## src/rtl/i2c_sda_pkg.sv

```systemverilog
package i2c_sda_pkg;

  typedef enum logic {
    PACK_NORMAL = 1'b0,
    PACK_ALT    = 1'b1
  } pack_mode_e;

  localparam int unsigned DEF_DATA_W = 8;
  localparam int unsigned DEF_SEL_W  = 3;

endpackage

```

## src/rtl/i2c_sda_tx_shift.sv

```systemverilog
module i2c_sda_tx_shift #(
  parameter int unsigned DATA_W = 8
) (
  input  logic              clk,
  input  logic              rst_n,
  input  logic              en,
  input  logic              idle_level,
  input  logic              fall_stb,
  input  logic [DATA_W-1:0] tx_byte,
  input  logic              tx_ack,
  output logic              tx_bit
);

  localparam int unsigned FRAME_W = DATA_W + 1;
  localparam int unsigned CNT_W   = $clog2(FRAME_W + 1);

  logic [DATA_W-1:0] sh_q, sh_n;
  logic [CNT_W-1:0]  cnt_q, cnt_n;
  logic              bit_q, bit_n;

  always_comb begin
    sh_n  = sh_q;
    cnt_n = cnt_q;
    bit_n = bit_q;
    if (!en) begin
      bit_n = idle_level;
      cnt_n = '0;
    end else if (fall_stb) begin
      if (cnt_q == '0) begin
        bit_n = tx_byte[DATA_W-1];
        sh_n  = {tx_byte[DATA_W-2:0], tx_ack};
        cnt_n = CNT_W'(1);
      end else begin
        bit_n = sh_q[DATA_W-1];
        sh_n  = {sh_q[DATA_W-2:0], 1'b1};
        cnt_n = (cnt_q == CNT_W'(FRAME_W - 1)) ? '0 : cnt_q + CNT_W'(1);
      end
    end
  end

  always_ff @(posedge clk or negedge rst_n) begin
    if (!rst_n) begin
      sh_q  <= '1;
      cnt_q <= '0;
      bit_q <= 1'b1;
    end else begin
      sh_q  <= sh_n;
      cnt_q <= cnt_n;
      bit_q <= bit_n;
    end
  end

  assign tx_bit = bit_q;

endmodule

```

## src/rtl/i2c_sda_delay.sv

```systemverilog
module i2c_sda_delay #(
  parameter int unsigned SEL_W = 3
) (
  input  logic             clk,
  input  logic             rst_n,
  input  logic             din,
  input  logic [SEL_W-1:0] sel,
  output logic             dout
);

  localparam int unsigned TAPS = 1 << SEL_W;

  logic [TAPS-1:0] line_q;
  logic [TAPS-1:0] line_n;

  genvar g;
  generate
    for (g = 0; g < TAPS; g++) begin : g_stage
      if (g == 0) begin : g_head
        always_comb line_n[g] = din;
      end else begin : g_body
        always_comb line_n[g] = line_q[g-1];
      end
    end
  endgenerate

  always_ff @(posedge clk or negedge rst_n) begin
    if (!rst_n) line_q <= '1;
    else        line_q <= line_n;
  end

  // code 0: straight through; code k: tap k, which is k+1 registers deep
  always_comb begin
    if (sel == '0) dout = din;
    else           dout = line_q[sel];
  end

endmodule

```

## src/rtl/i2c_sda_rx_shift.sv

```systemverilog
module i2c_sda_rx_shift
  import i2c_sda_pkg::*;
#(
  parameter int unsigned DATA_W = 8
) (
  input  logic            clk,
  input  logic            rst_n,
  input  logic            en,
  input  logic            rise_stb,
  input  logic            sda_in,
  input  pack_mode_e      mode,
  output logic [DATA_W:0] rx_word,
  output logic            rx_valid
);

  localparam int unsigned FRAME_W = DATA_W + 1;
  localparam int unsigned CNT_W   = $clog2(FRAME_W + 1);

  logic [DATA_W-1:0]  sh_q, sh_n;
  logic [CNT_W-1:0]   cnt_q, cnt_n;
  logic [DATA_W:0]    word_q, word_n;
  logic               vld_q, vld_n;
  logic [FRAME_W-1:0] full;

  // full[FRAME_W-1] is the first bit of the frame, full[0] the last
  assign full = {sh_q, sda_in};

  always_comb begin
    sh_n   = sh_q;
    cnt_n  = cnt_q;
    word_n = word_q;
    vld_n  = 1'b0;
    if (!en) begin
      cnt_n = '0;
    end else if (rise_stb) begin
      if (cnt_q == CNT_W'(FRAME_W - 1)) begin
        cnt_n = '0;
        vld_n = 1'b1;
        if (mode == PACK_ALT) word_n = {full[1], full[0], full[FRAME_W-1:2]};
        else                  word_n = {full[0], full[FRAME_W-1:1]};
      end else begin
        cnt_n = cnt_q + CNT_W'(1);
        sh_n  = {sh_q[DATA_W-2:0], sda_in};
      end
    end
  end

  always_ff @(posedge clk or negedge rst_n) begin
    if (!rst_n) begin
      sh_q   <= '0;
      cnt_q  <= '0;
      word_q <= '0;
      vld_q  <= 1'b0;
    end else begin
      sh_q   <= sh_n;
      cnt_q  <= cnt_n;
      word_q <= word_n;
      vld_q  <= vld_n;
    end
  end

  assign rx_word  = word_q;
  assign rx_valid = vld_q;

endmodule

```

## src/rtl/i2c_sda_datapath.sv

```systemverilog
module i2c_sda_datapath
  import i2c_sda_pkg::*;
#(
  parameter int unsigned DATA_W = DEF_DATA_W,
  parameter int unsigned SEL_W  = DEF_SEL_W
) (
  input  logic              clk,
  input  logic              rst_n,
  input  logic              en,
  input  logic              idle_level,
  input  logic              scl_fall,
  input  logic              scl_rise,
  input  logic [DATA_W-1:0] tx_byte,
  input  logic              tx_ack,
  input  logic [SEL_W-1:0]  dly_sel,
  input  logic              sda_hiz,
  input  logic              alt_pack,
  input  logic              clk_phase,
  input  logic              sda_in,
  output logic              sda_out,
  output logic              sda_oe,
  output logic [DATA_W:0]   rx_word,
  output logic              rx_valid
);

  logic       tx_bit;
  pack_mode_e mode;

  always_comb mode = (alt_pack && !clk_phase) ? PACK_ALT : PACK_NORMAL;

  i2c_sda_tx_shift #(.DATA_W(DATA_W)) u_tx (
    .clk        (clk),
    .rst_n      (rst_n),
    .en         (en),
    .idle_level (idle_level),
    .fall_stb   (scl_fall),
    .tx_byte    (tx_byte),
    .tx_ack     (tx_ack),
    .tx_bit     (tx_bit)
  );

  i2c_sda_delay #(.SEL_W(SEL_W)) u_dly (
    .clk   (clk),
    .rst_n (rst_n),
    .din   (tx_bit),
    .sel   (dly_sel),
    .dout  (sda_out)
  );

  i2c_sda_rx_shift #(.DATA_W(DATA_W)) u_rx (
    .clk      (clk),
    .rst_n    (rst_n),
    .en       (en),
    .rise_stb (scl_rise),
    .sda_in   (sda_in),
    .mode     (mode),
    .rx_word  (rx_word),
    .rx_valid (rx_valid)
  );

  assign sda_oe = ~sda_hiz;

endmodule

```

## config.mk

```make
export PLATFORM = sky130hd
export DESIGN_NAME = i2c_sda_datapath
export DESIGN_NICKNAME = d
export VERILOG_FILES = /design/src/rtl/i2c_sda_pkg.sv /design/src/rtl/i2c_sda_tx_shift.sv /design/src/rtl/i2c_sda_delay.sv /design/src/rtl/i2c_sda_rx_shift.sv /design/src/rtl/i2c_sda_datapath.sv
export SDC_FILE = /design/constraint.sdc
export NUM_CORES = 1
export LEC_CHECK = 0
export ABC_AREA = 1
export CORE_ASPECT_RATIO = 0.8
export CORE_MARGIN = 1
export CORE_UTILIZATION = 55
export DETAILED_ROUTE_END_ITERATION = 7
export PLACE_DENSITY = 0.89
export SLEW_MARGIN = 20
export SYNTH_ARGS = -nofsm -noshare
export SYNTH_HDL_FRONTEND = slang
export SYNTH_SLANG_ARGS = --single-unit
```

## constraint.sdc

```tcl
create_clock -name clk -period 2.4 [get_ports clk]
set_clock_uncertainty 0.15 [all_clocks]
set_input_delay 0.48 -clock clk [delete_from_list [all_inputs] [get_ports clk]]
set_output_delay 0.48 -clock clk [all_outputs]
set_load 0.02 [all_outputs]
```

Word-level counts from Yosys, hierarchy flattened

Cells that the tools add are included.

Shift-type cells: 0
Mux-type cells: 19
Reduce and logical (&&, ||, !) cells: 7
Add/subtract/negate cells: 2
Multiply operators: 0
Divide/modulo/power cells: 0
Eq/ne operators: 4
Bitwise logic cells: 2
Order comparisons: 1

Operator list:

| cell                                                       | count |
|---|---|
| two-way mux 4 bit                                          | 7 |
| two-way mux 1 bit                                          | 9 |
| two-way mux 9 bit                                          | 1 |
| adder 4 x 1 -> 4 bit, second input constant                | 2 |
| == test 4 bit, second input constant                       | 2 |
| two-way mux 8 bit                                          | 1 |
| AND reduction 3 bit                                        | 2 |
| zero test 4 bit                                            | 1 |
| less-than comparator 3 x 4 -> 1 bit, second input constant | 1 |
| inequality test 2 x 1 -> 1 bit, second input constant      | 2 |
| binary-select mux 1 bit (select 3 bit)                     | 1 |
| zero test 3 bit                                            | 1 |
| NOT 1 bit                                                  | 2 |
| AND reduction 2 bit                                        | 1 |
| logical AND 1 bit                                          | 1 |
| zero test 1 bit                                            | 1 |

Memories kept: 0
Latch bits: 0
Register bits: 43
Word-level logic and storage cells: 43
Input bits: 22
Output and inout bits: 12
RAM bits: 0
Memory bits (read-only): 0

Depth between registers and ports, before layout

Gate-level depths: netlist (run 1).

Depth in word-level cells: 5
Depth in mapped cells: 7

By module

A second synthesis (run 1) with hierarchy kept.

Cell total of the unflattened synthesis: 259
Area, all modules: 2154.6 µm²

By module, submodules not included:

| module           | cells each | instances | area an instance (µm²) |
|---|---|---|---|
| i2c_sda_rx_shift | 124        | 1         | 1083.5 |
| i2c_sda_tx_shift | 106        | 1         | 772.0 |
| i2c_sda_delay    | 26         | 1         | 285.3 |
| i2c_sda_datapath | 3          | 1         | 13.8 |

Worst setup path before layout (run 1)

OpenSTA, ideal clock, no wires.

Path kind: input-to-output
Start: in dly_sel[0]
End: out sda_out
Arrival: 0.890 ns
Required time: 1.770 ns
Cell stages on the path: 5
Setup slack: 0.880 ns
Cell sequence: inv_1 > nand2_1 > nand3_1 > nand3_1 > nand2_1

Longest elaborated chain between the ends: 3
Elaborated cells on any way between the ends: 4
Those cells by class: 3 x mux; 1 x reduce/logical

RTL lines:

| item                                    | line                   | text |
|---|---|---|
| start, declared                         | i2c_sda_datapath.sv:15 | `input logic [SEL_W-1:0] dly_sel,` |
| binary-select mux 1 bit (select 3 bit)  | i2c_sda_delay.sv:35    | `else dout = line_q[sel];` |
| two-way mux 1 bit (implied by the code) | i2c_sda_delay.sv:35    |  |
| two-way mux 1 bit (*)                   | i2c_sda_delay.sv:34    | `if (sel == '0) dout = din;` |
| end, declared                           | i2c_sda_datapath.sv:20 | `output logic sda_out,` |

Every way passes the cells marked *; elsewhere a longest branch is shown, timed or not. The select of a mux whose other input is x is not followed.

Worst setup path in the final report (run 1)

Start: in dly_sel[1]
End: out sda_out

Same word-level chain as after synthesis.

==> summary.md, run 1 <==
| Metric | Value |
|---|---|
| CTS tree | `yes` |
| Synth-to-Final Area Change | `21.3%` |
| Slew Limit Fails | `0` |
| Root Driver | `clkbuf_8` |
| Post-synthesis cell type count | `23` |
| Most common cell in the netlist | `nand2_1` |
| Min setup slack post-route | `between 0.15 and 0.2 ns` |
| Pwr Total | `around 1800 uW` |
| GRT Util Overall | `21.9%` |
| Routed via count | `about 1.7k` |
| Startpoint types | `input pin` |
| Slew headroom | `65.3%` |
| Share of post-route cells with drive strength above 1 | `15.6%` |
| Total of max-cap violations | `0` |
| Top FF cell, synth | `dfrtp_1` |
| Clk slew on worst S/H paths | `0.08 ns` |
| Tcrit/Tclk final | `93.3%` |
| Initial Utilization | `between 50 and 60%` |
| 1st-iter DRT viols | `133` |
| Data required time of the worst path | `1.77 ns` |
| Crit. End Element | `primary output` |
| Syn avg cell area | `8.24 sq um` |
| Hpwl dp | `around 2800 microns` |
| Final Hold Vio Count | `0` |
| Clock net sink count | `between 40 and 50` |
| Number of port buffers | `33` |
| Hold slack | `between 0.08 and 0.09 ns` |
| Worst skew pair latency | `0.29 ns` |
| CP cell instances | `clkdlybuf4s50_1, inv_1, nand3_1, nand3_1, nand2_1, dlygate4sd2_1` |
| Synthesis Warnings | `0` |
| Delay-heaviest family, CP | `buffers and inverters` |
| Bufs and invs on worst path | `3` |
| Diodes inserted | `0` |
| Number of nets in the layout | `320` |
| Maximum vdd ir drop | `between 0.4 and 0.5 mV` |
| WL/cell | `between 10 and 15 microns` |
| Largest net degree at the start of global routing | `44` |
| Fraction of registers with async set/reset | `100%` |
| Die Ht | `57.6 microns` |
| Sum Neg Setup Slack | `0 ns` |
| DRT Pass-1 Iters | `4` |
| Mapped Area | `2130 sq um` |
| DRC | `0` |
| Crit path DAT | `roughly 1.6 ns` |
| Yosys top cell area share | `30.6%` |
| PD cells | `695 nW/um^2` |
| Initial antenna violation count | `0` |
| Cells after synthesis | `258` |
| EDFF count, synth | `0` |
| Worst-case clock buffer depth | `2` |
| Routability-driven placement congestion ratio | `slightly below 0.8` |
| CP dominant cell by count | `nand3_1` |
| Dpl ws | `-0.231 ns` |
| Min Tclk post-route | `2.24 ns` |
| Synthesis-stage register bit count | `43` |
| RSZ-0062 raised after global routing | `false` |
| Sequential area share after synthesis | `around half` |
| Crit-path slowest cell | `clkdlybuf4s50_1` |
| Rows | `19` |
| Synth top area cells | `dfrtp_1 (31%), dfstp_2 (21%), nand2_1 (16%), inv_1 (7.1%), nand3_1 (6.8%)` |
| Crit path kind | `input pin to primary output` |
| # hold bufs at CTS | `0` |
| Die width | `71.5 microns` |
| Final ANT Viol Nets | `0` |
| Vias/cell | `~5` |
| First-pass GRT wire length | `6860 microns` |
| CP Max Fanout | `3` |
| Core Util, Final | `72.3%` |
| Mapped Nets | `roughly 280` |
| GRT Residual Overflow | `0` |
| H-tree Lvls | `2` |
| Run status | `completed` |
| Max Freq | `0.446 GHz` |
| Total core area | `3570 sq um` |
| TritonCTS Buffers | `5` |
| Die ar. | `4120 sq um` |
| Vias in the first global route | `1582` |
| Ports | `34` |
| Setup violators final | `0` |
| Post-Route WL | `4060 microns` |
| CP max stage delay | `0.50 ns` |
| Synth top cells by count | `nand2_1 (92), inv_1 (40), nand3_1 (29)` |
| Hold Path Class | `input pin to asynchronous set/reset pin` |
| Largest area contributor in the netlist | `dfrtp_1` |
| Static leakage | `0.00131 uW` |
| Tightest Pin Transition | `approximately 0.52 ns` |
final cells by class:
cell class	count	area, sq um
sequential	43	1100
fill	264	987
multi-input combinational	167	827
timing repair buffer	34	334
inverter	43	161
clock buffer	7	76.3
tap	42	52.6
clock inverter	1	30.0
per-layer routing:
metal / global-route usage [%] / vias up / routed length [microns]
li1: - / 862 / -
met1: 29.3 / 785 / 1990
met2: 35.2 / 32 / 1850
met3: 5.12 / 7 / 146
met4: 8.40 / 0 / 68
met5: 0 / - / 0
report_power, final:
group,switching [uW],internal (uW)
logic,192,138
registers,64.3,856
clock network,232,311
repair_timing:
action                     4_1_cts  5_1_grt
gates cloned                     0        0
setup buffers                    0        0
resized for setup                1        1
setup endpoints to repair        1        1
worst paths after layout:
check / startpoint / slack, ns / depth (start not counted) / endpoint
min in group clk: u_dly.line_q[0] / 0.20 / 0 / u_dly.line_q[1]
min reg2reg: u_dly.line_q[0] / 0.20 / 0 / u_dly.line_q[1]
max reg2reg: u_rx.cnt_q[0] / 0.70 / 7 / u_rx.rx_word[4]
max: dly_sel[1] / 0.16 / 6 / sda_out
max in group asynchronous: rst_n / 1.62 / 2 / u_tx.sh_q[7]
min: rst_n / 0.09 / 2 / u_rx.cnt_q[2]
per-stage QoR:
step / instance area, sq um / cells
after global routing: 2580 / 337
after CTS: 2580 / 337
after global placement: 2470 / 329
after floorplan: 2130 / 258
final: 2580 / 337
after detailed placement: 2470 / 329
cell usage in the layout (no fill, tap or decap), types with 7 or more instances in the layout:
master,n
nor2_1,7
inv_1,40
clkdlybuf4s50_1,30
o21ai_2,9
o21ai_0,9
nand2_1,92
nand3_1,29
dfstp_2,17
dfrtp_1,26
logic make-up (layout without fill, tap and decap cells):
kind of cell	Yosys count	in the layout	synth area share [%]
AND/OR/NAND/NOR	139	139	28.8
AO/OA/AOI/OAI	22	22	6.95
buffers and inverters	48	85	9.48
adder cells (fa/ha/maj)	4	4	2.35
XOR/XNOR	2	2	0.824
flip-flops	43	43	51.6
state kept, by name, summed over array words and instances, names as in the netlist:
signal,count
u_rx.rx_word,9
u_tx.sh_q,8
u_rx.sh_q,8
u_rx.cnt_q,4
u_dly.line_q,8
u_tx.cnt_q,4
u_rx.rx_valid,1
u_tx.tx_bit,1
(Power assumes the default switching activity.)
==> inputs of run 2 (changes only) <==
--- a/config.mk
+++ b/config.mk
@@ -10,6 +10,8 @@
 export CORE_MARGIN = 1
 export CORE_UTILIZATION = 55
 export DETAILED_ROUTE_END_ITERATION = 7
+export GPL_TIMING_DRIVEN = 0
+export HOLD_SLACK_MARGIN = 0.1
 export PLACE_DENSITY = 0.89
 export SLEW_MARGIN = 20
 export SYNTH_ARGS = -nofsm -noshare
==> summary.md, run 2 (same netlist as run 1, synthesis figures left out) <==
| Metric | Value |
|---|---|
| Final ANT Viol Nets | `0` |
| Final cell count without fillers | `343` |
| Ports | `34` |
| Worst-case clock buffer depth | `2` |
| WL/cell | `12.4 microns` |
| Hpwl dp | `3080 microns` |
| RSZ-0062 raised after global routing | `false` |
| Number of fill cells in the layout | `around 260` |
| Root Driver | `clkbuf_8` |
| WP depth | `6` |
| Clock net sink count | `43` |
| Slew headroom | `76.5%` |
| Capture point of the worst reg-to-reg path | `u_tx.cnt_q[3]` |
| Share of post-route cells with drive strength above 1 | `approximately 18%` |
| Number of port buffers | `33` |
| Largest net degree at the start of global routing | `34` |
| Die Ht | `between 50 and 60 microns` |
| CP cell instances | `clkdlybuf4s50_1, inv_1, nand3_1, nand3_1, nand2_1, dlygate4sd2_1` |
| Diodes inserted | `0` |
| R2R depth | `6` |
| Sum Neg Setup Slack | `0 ns` |
| Vias in the first global route | `~1.8k` |
| Startpoint types | `input pin` |
| TritonCTS Buffers | `5` |
| H-tree Lvls | `2` |
| Finished Cell Area | `roughly 2700 sq um` |
| CTS tree | `yes` |
| Routed via count | `1739` |
| Bufs and invs on worst path | `3` |
| Crit path DAT | `1.57 ns` |
| Setup violators final | `0` |
| 1st-iter DRT viols | `about 110` |
| Min Tclk post-route | `between 2 and 2.5 ns` |
| Post-Route WL | `4240 microns` |
| Placement Cell Area | `2520 sq um` |
| Slew Limit Fails | `0` |
| Core Util, Final | `74.9%` |
| Run status | `completed` |
| Worst Setup SP | `dly_sel[1]` |
| Synth-to-Final Area Change | `25.7%` |
| Final Hold Vio Count | `0` |
| Initial Utilization | `59.6%` |
| Hold Path Class | `register to register` |
| Most common cell after layout, fill and taps aside | `nand2_1` |
| Number of nets in the layout | `326` |
| Die width | `between 70 and 80 microns` |
| Crit path kind | `input pin to primary output` |
| Total core area | `~3600 sq um` |
| Seq. cell area | `approximately 1100 sq um` |
| Worst setup path end | `sda_out` |
| CP Max Fanout | `3` |
| Total of max-cap violations | `0` |
| Hold slack | `0.216 ns` |
| Rows | `19` |
| Vias/cell | `5.07` |
| First-pass GRT wire length | `around 7600 microns` |
| Dpl cells | `334` |
| Delay-heaviest family, CP | `buffers and inverters` |
| DRC | `0` |
| Static leakage | `0.00135 uW` |
| Most frequent cells in the layout | `nand2_1 (92), inv_1 (40), clkdlybuf4s50_1 (30)` |
| Max reg flops | `9` |
| DRT Pass-1 Iters | `4` |
| Crit-path slowest cell | `clkdlybuf4s50_1` |
| Post-CTS Setup Bufs | `0` |
| Routability-driven placement congestion ratio | `0.788` |
| GRT Util Overall | `24.3%` |
| GRT Residual Overflow | `0` |
| Maximum vdd ir drop | `0.433 mV` |
| Multi-input logic area | `slightly above 800 sq um` |
| Tightest Pin Transition | `0.351 ns` |
| CP dominant cell by count | `nand3_1` |
| Initial antenna violation count | `0` |
| Tcrit/Tclk final | `between 90% and 100%` |
| Clk slew on worst S/H paths | `0.08 ns` |
| Max Freq | `around 0.46 GHz` |
| Die ar. | `between 4000 and 5000 sq um` |
| Data required time of the worst path | `1.77 ns` |
| Worst skew pair latency | `around 0.29 ns` |
| Crit. End Element | `primary output` |
| CP max stage delay | `0.50 ns` |
| PD cells | `about 720 nW/um^2` |
| R2r setup slk | `0.79 ns` |
| Worst reg2reg startpoint | `u_tx.cnt_q[0]` |
run 2: cell type report:
cell class / instances / share of cell area (%)
Timing Repair Buffer: 35 / 13.3
Clock buffer: 5 / 2.58
Clock inverter: 3 / 2.53
Buffer: 5 / 1.50
Multi-Input combinational cell: 167 / 31.0
Tap cell: 42 / 1.97
Inverter: 43 / 6.04
Sequential cell: 43 / 41.1
run 2: worst min path at each step:
stage	startpoint	to	slack, ns	cells after the start
2_1_floorplan	rst_n	u_rx.cnt_q[0]	0.03	0
3_3_place_gp	u_dly.line_q[0]	u_dly.line_q[1]	0.20	0
3_5_place_dp	u_dly.line_q[0]	u_dly.line_q[1]	0.20	0
4_1_cts	u_dly.line_q[0]	u_dly.line_q[1]	0.21	0
5_1_grt	u_dly.line_q[0]	u_dly.line_q[1]	0.21	0
6_report	u_dly.line_q[0]	u_dly.line_q[1]	0.22	0
run 2: routing by layer:
| layer | GRT usage, % | part of all wire (%) | vias to the layer above |
|---|---|---|---|
| li1 | - | - | 879 |
| met1 | 32.9 | 48 | 819 |
| met2 | 38.8 | 47 | 34 |
| met3 | 4.95 | 3.7 | 7 |
| met4 | 9.80 | 1.6 | 0 |
| met5 | 0 | 0 | - |
run 2: stage by stage:
step,worst slack [ns],total power [uW]
after floorplan,0.880,1150
after global placement,-0.310,1260
after detailed placement,-0.210,1280
after CTS,0.0545,1940
after global routing,0.144,2030
final,0.204,1930
run 2: power breakdown:
part           switching (uW)  internal (uW)
clock network             245            415
registers                64.7            856
logic                     200            147
total                     511           1420
run 2: timing repair:
item,CTS,global route
endpoints found under the setup margin,1,1
hold buffers,1,0
gates resized for setup,1,1
cloned,0,0
hold endpoints to repair,7,0
==> inputs of run 3 (changes only) <==
--- a/config.mk
+++ b/config.mk
@@ -8,11 +8,12 @@
 export ABC_AREA = 1
 export CORE_ASPECT_RATIO = 0.8
 export CORE_MARGIN = 1
-export CORE_UTILIZATION = 55
+export CORE_UTILIZATION = 53
 export DETAILED_ROUTE_END_ITERATION = 7
+export GPL_ROUTABILITY_DRIVEN = 0
 export GPL_TIMING_DRIVEN = 0
 export HOLD_SLACK_MARGIN = 0.1
-export PLACE_DENSITY = 0.89
+export PLACE_DENSITY = 0.86
 export SLEW_MARGIN = 20
 export SYNTH_ARGS = -nofsm -noshare
 export SYNTH_HDL_FRONTEND = slang
==> constraint.sdc (replaced) <==
create_clock -name clk -period 2.5 [get_ports clk]
set_clock_uncertainty 0.15 [all_clocks]
set_input_delay 0.375 -clock clk [delete_from_list [all_inputs] [get_ports clk]]
set_output_delay 0.375 -clock clk [all_outputs]
set_load 0.02 [all_outputs]
==> summary.md, run 3 (same netlist as run 1, synthesis figures left out) <==
| Metric | Value |
|---|---|
| Initial Utilization | `about 56%` |
| DRT Pass-1 Iters | `4` |
| CP Max Fanout | `5` |
| Post-CTS Setup Bufs | `0` |
| RSZ-0062 raised after global routing | `false` |
| Die ar. | `4270 sq um` |
| Max reg flops | `9` |
| H-tree Lvls | `2` |
| Hpwl dp | `2960 microns` |
| Finished Cell Area | `2650 sq um` |
| Slew Limit Fails | `0` |
| Worst Hold End | `u_dly.line_q[1]` |
| First-pass GRT wire length | `between 6000 and 7000 microns` |
| Startpoint types | `input pin` |
| Tcrit/Tclk final | `81.6%` |
| Max Freq | `around 0.49 GHz` |
| Run status | `completed` |
| Die Ht | `roughly 59 microns` |
| Crit path DAT | `1.51 ns` |
| Routed via count | `1705` |
| Diodes inserted | `0` |
| CP max stage delay | `0.57 ns` |
| Capture point of the worst reg-to-reg path | `u_tx.cnt_q[2]` |
| Pwr Total | `1640 uW` |
| Number of nets in the layout | `326` |
| Tightest Pin Transition | `a little under 0.5 ns` |
| Core Util, Final | `69.1%` |
| GRT Util Overall | `21.3%` |
| R2R depth | `6` |
| Die width | `72.8 microns` |
| Initial antenna violation count | `0` |
| Clock net sink count | `43` |
| Hold slack | `0.207 ns` |
| Maximum vdd ir drop | `0.417 mV` |
| WHS Path Cells | `0` |
| Data required time of the worst path | `1.98 ns` |
| Crit path kind | `input pin to primary output` |
| Post-Route WL | `3940 microns` |
| Sum Neg Setup Slack | `0 ns` |
| GRT Residual Overflow | `0` |
| R2r setup slk | `0.98 ns` |
| 1st-iter DRT viols | `just under 90` |
| Number of port buffers | `33` |
| Rows | `20` |
| Vias in the first global route | `1613` |
| Largest net degree at the start of global routing | `23` |
| Clk slew on worst S/H paths | `0.08 ns` |
| WL/cell | `11.1 microns` |
| Slew headroom | `67.3%` |
| Crit-path slowest cell | `clkdlybuf4s50_1` |
| Worst skew pair latency | `around 0.30 ns` |
| Worst-case clock buffer depth | `2` |
| Final Hold Vio Count | `0` |
| Root Driver | `clkbuf_8` |
| CP cell instances | `clkdlybuf4s50_1, inv_1, nand2_1, nand3_1, nand3_1, nand2_1, dlymetal6s2s_1` |
| Vias/cell | `~4.8` |
| Worst reg2reg startpoint | `u_tx.cnt_q[0]` |
| HP Start | `u_dly.line_q[0]` |
| Placement Cell Area | `2550 sq um` |
| Final ANT Viol Nets | `0` |
| Ports | `34` |
| TritonCTS Buffers | `5` |
| Share of post-route cells with drive strength above 1 | `17.3%` |
| Total of max-cap violations | `0` |
| DRC | `0` |
| CTS tree | `yes` |
| Setup violators final | `0` |
| Most frequent cells in the layout | `nand2_1 (92), inv_1 (40), clkdlybuf4s50_1 (31)` |
| Total core area | `3830 sq um` |
| Number of fill cells in the layout | `299` |
| PD cells | `620 nW/um^2` |
| Synth-to-Final Area Change | `24.4%` |
| Crit. End Element | `primary output` |
| Static leakage | `0.00133 uW` |
| Most common cell after layout, fill and taps aside | `nand2_1` |
| Min Tclk post-route | `2.04 ns` |
| Hold Path Class | `register to register` |
run 3: cell types whose count changed in the layout (fill, tap and decap cells not counted), sizes merged:
cell,before,now
bufinv,2,0
clkinv,0,1
clkdlybuf4s50,30,31
dlygate4sd2,1,0
clkbuf,5,6
run 3: cell type report:
class	instances	area (sq um)	share of cell area, %
plain buffers	5	40.0	1.51
clock buffers	6	72.6	2.74
clock inverters	2	12.5	0.473
inverters	43	161	6.10
multi-input cells	167	827	31.3
flip-flops and latches	43	1100	41.5
well taps	55	68.8	2.60
repair buffers	35	365	13.8
run 3: critical path, delay by kind of cell:
| kind | cells | cell delay (ns) |
|---|---|---|
| buffers and inverters | 3 | 0.89 |
| and+or+nand+nor | 4 | 0.26 |
run 3: power breakdown:
group,internal (uW),leakage [uW],switching (uW),total (uW)
clock network,195,0.0000412,231,426
logic,143,0.000760,190,333
registers,822,0.000530,59.2,881
run 3: worst max path at each step:
stage | from | endpoint | depth (start not counted)
6_report | dly_sel[0] | sda_out | 7
5_1_grt | dly_sel[0] | sda_out | 7
4_1_cts | dly_sel[0] | sda_out | 7
3_5_place_dp | dly_sel[0] | sda_out | 7
3_3_place_gp | rst_n | u_rx.cnt_q[1] | 1
2_1_floorplan | u_rx.cnt_q[0] | u_rx.sh_q[7] | 7
run 3: routing by layer:
layer  vias up  global-route usage, %  wire length (microns)
li1        877                      -                      -
met1       785                   28.9                   1950
met2        43                   34.4                   1780
met3         0                   6.16                    206
met4         0                   4.76                      0
met5         -                      0                      0
run 3: stage by stage:
step,worst slack [ns],instances
CTS,0.100,356
global placement,-0.135,346
detailed placement,0.107,347
finish,0.461,356
floorplan,1.11,258
global route,0.380,356
run 3: what timing repair did:
item | in CTS | in global routing
endpoints found under the setup margin | 0 | 1
resized for setup | 0 | 1
hold buffers | 1 | 0
hold endpoints to repair | 11 | 0
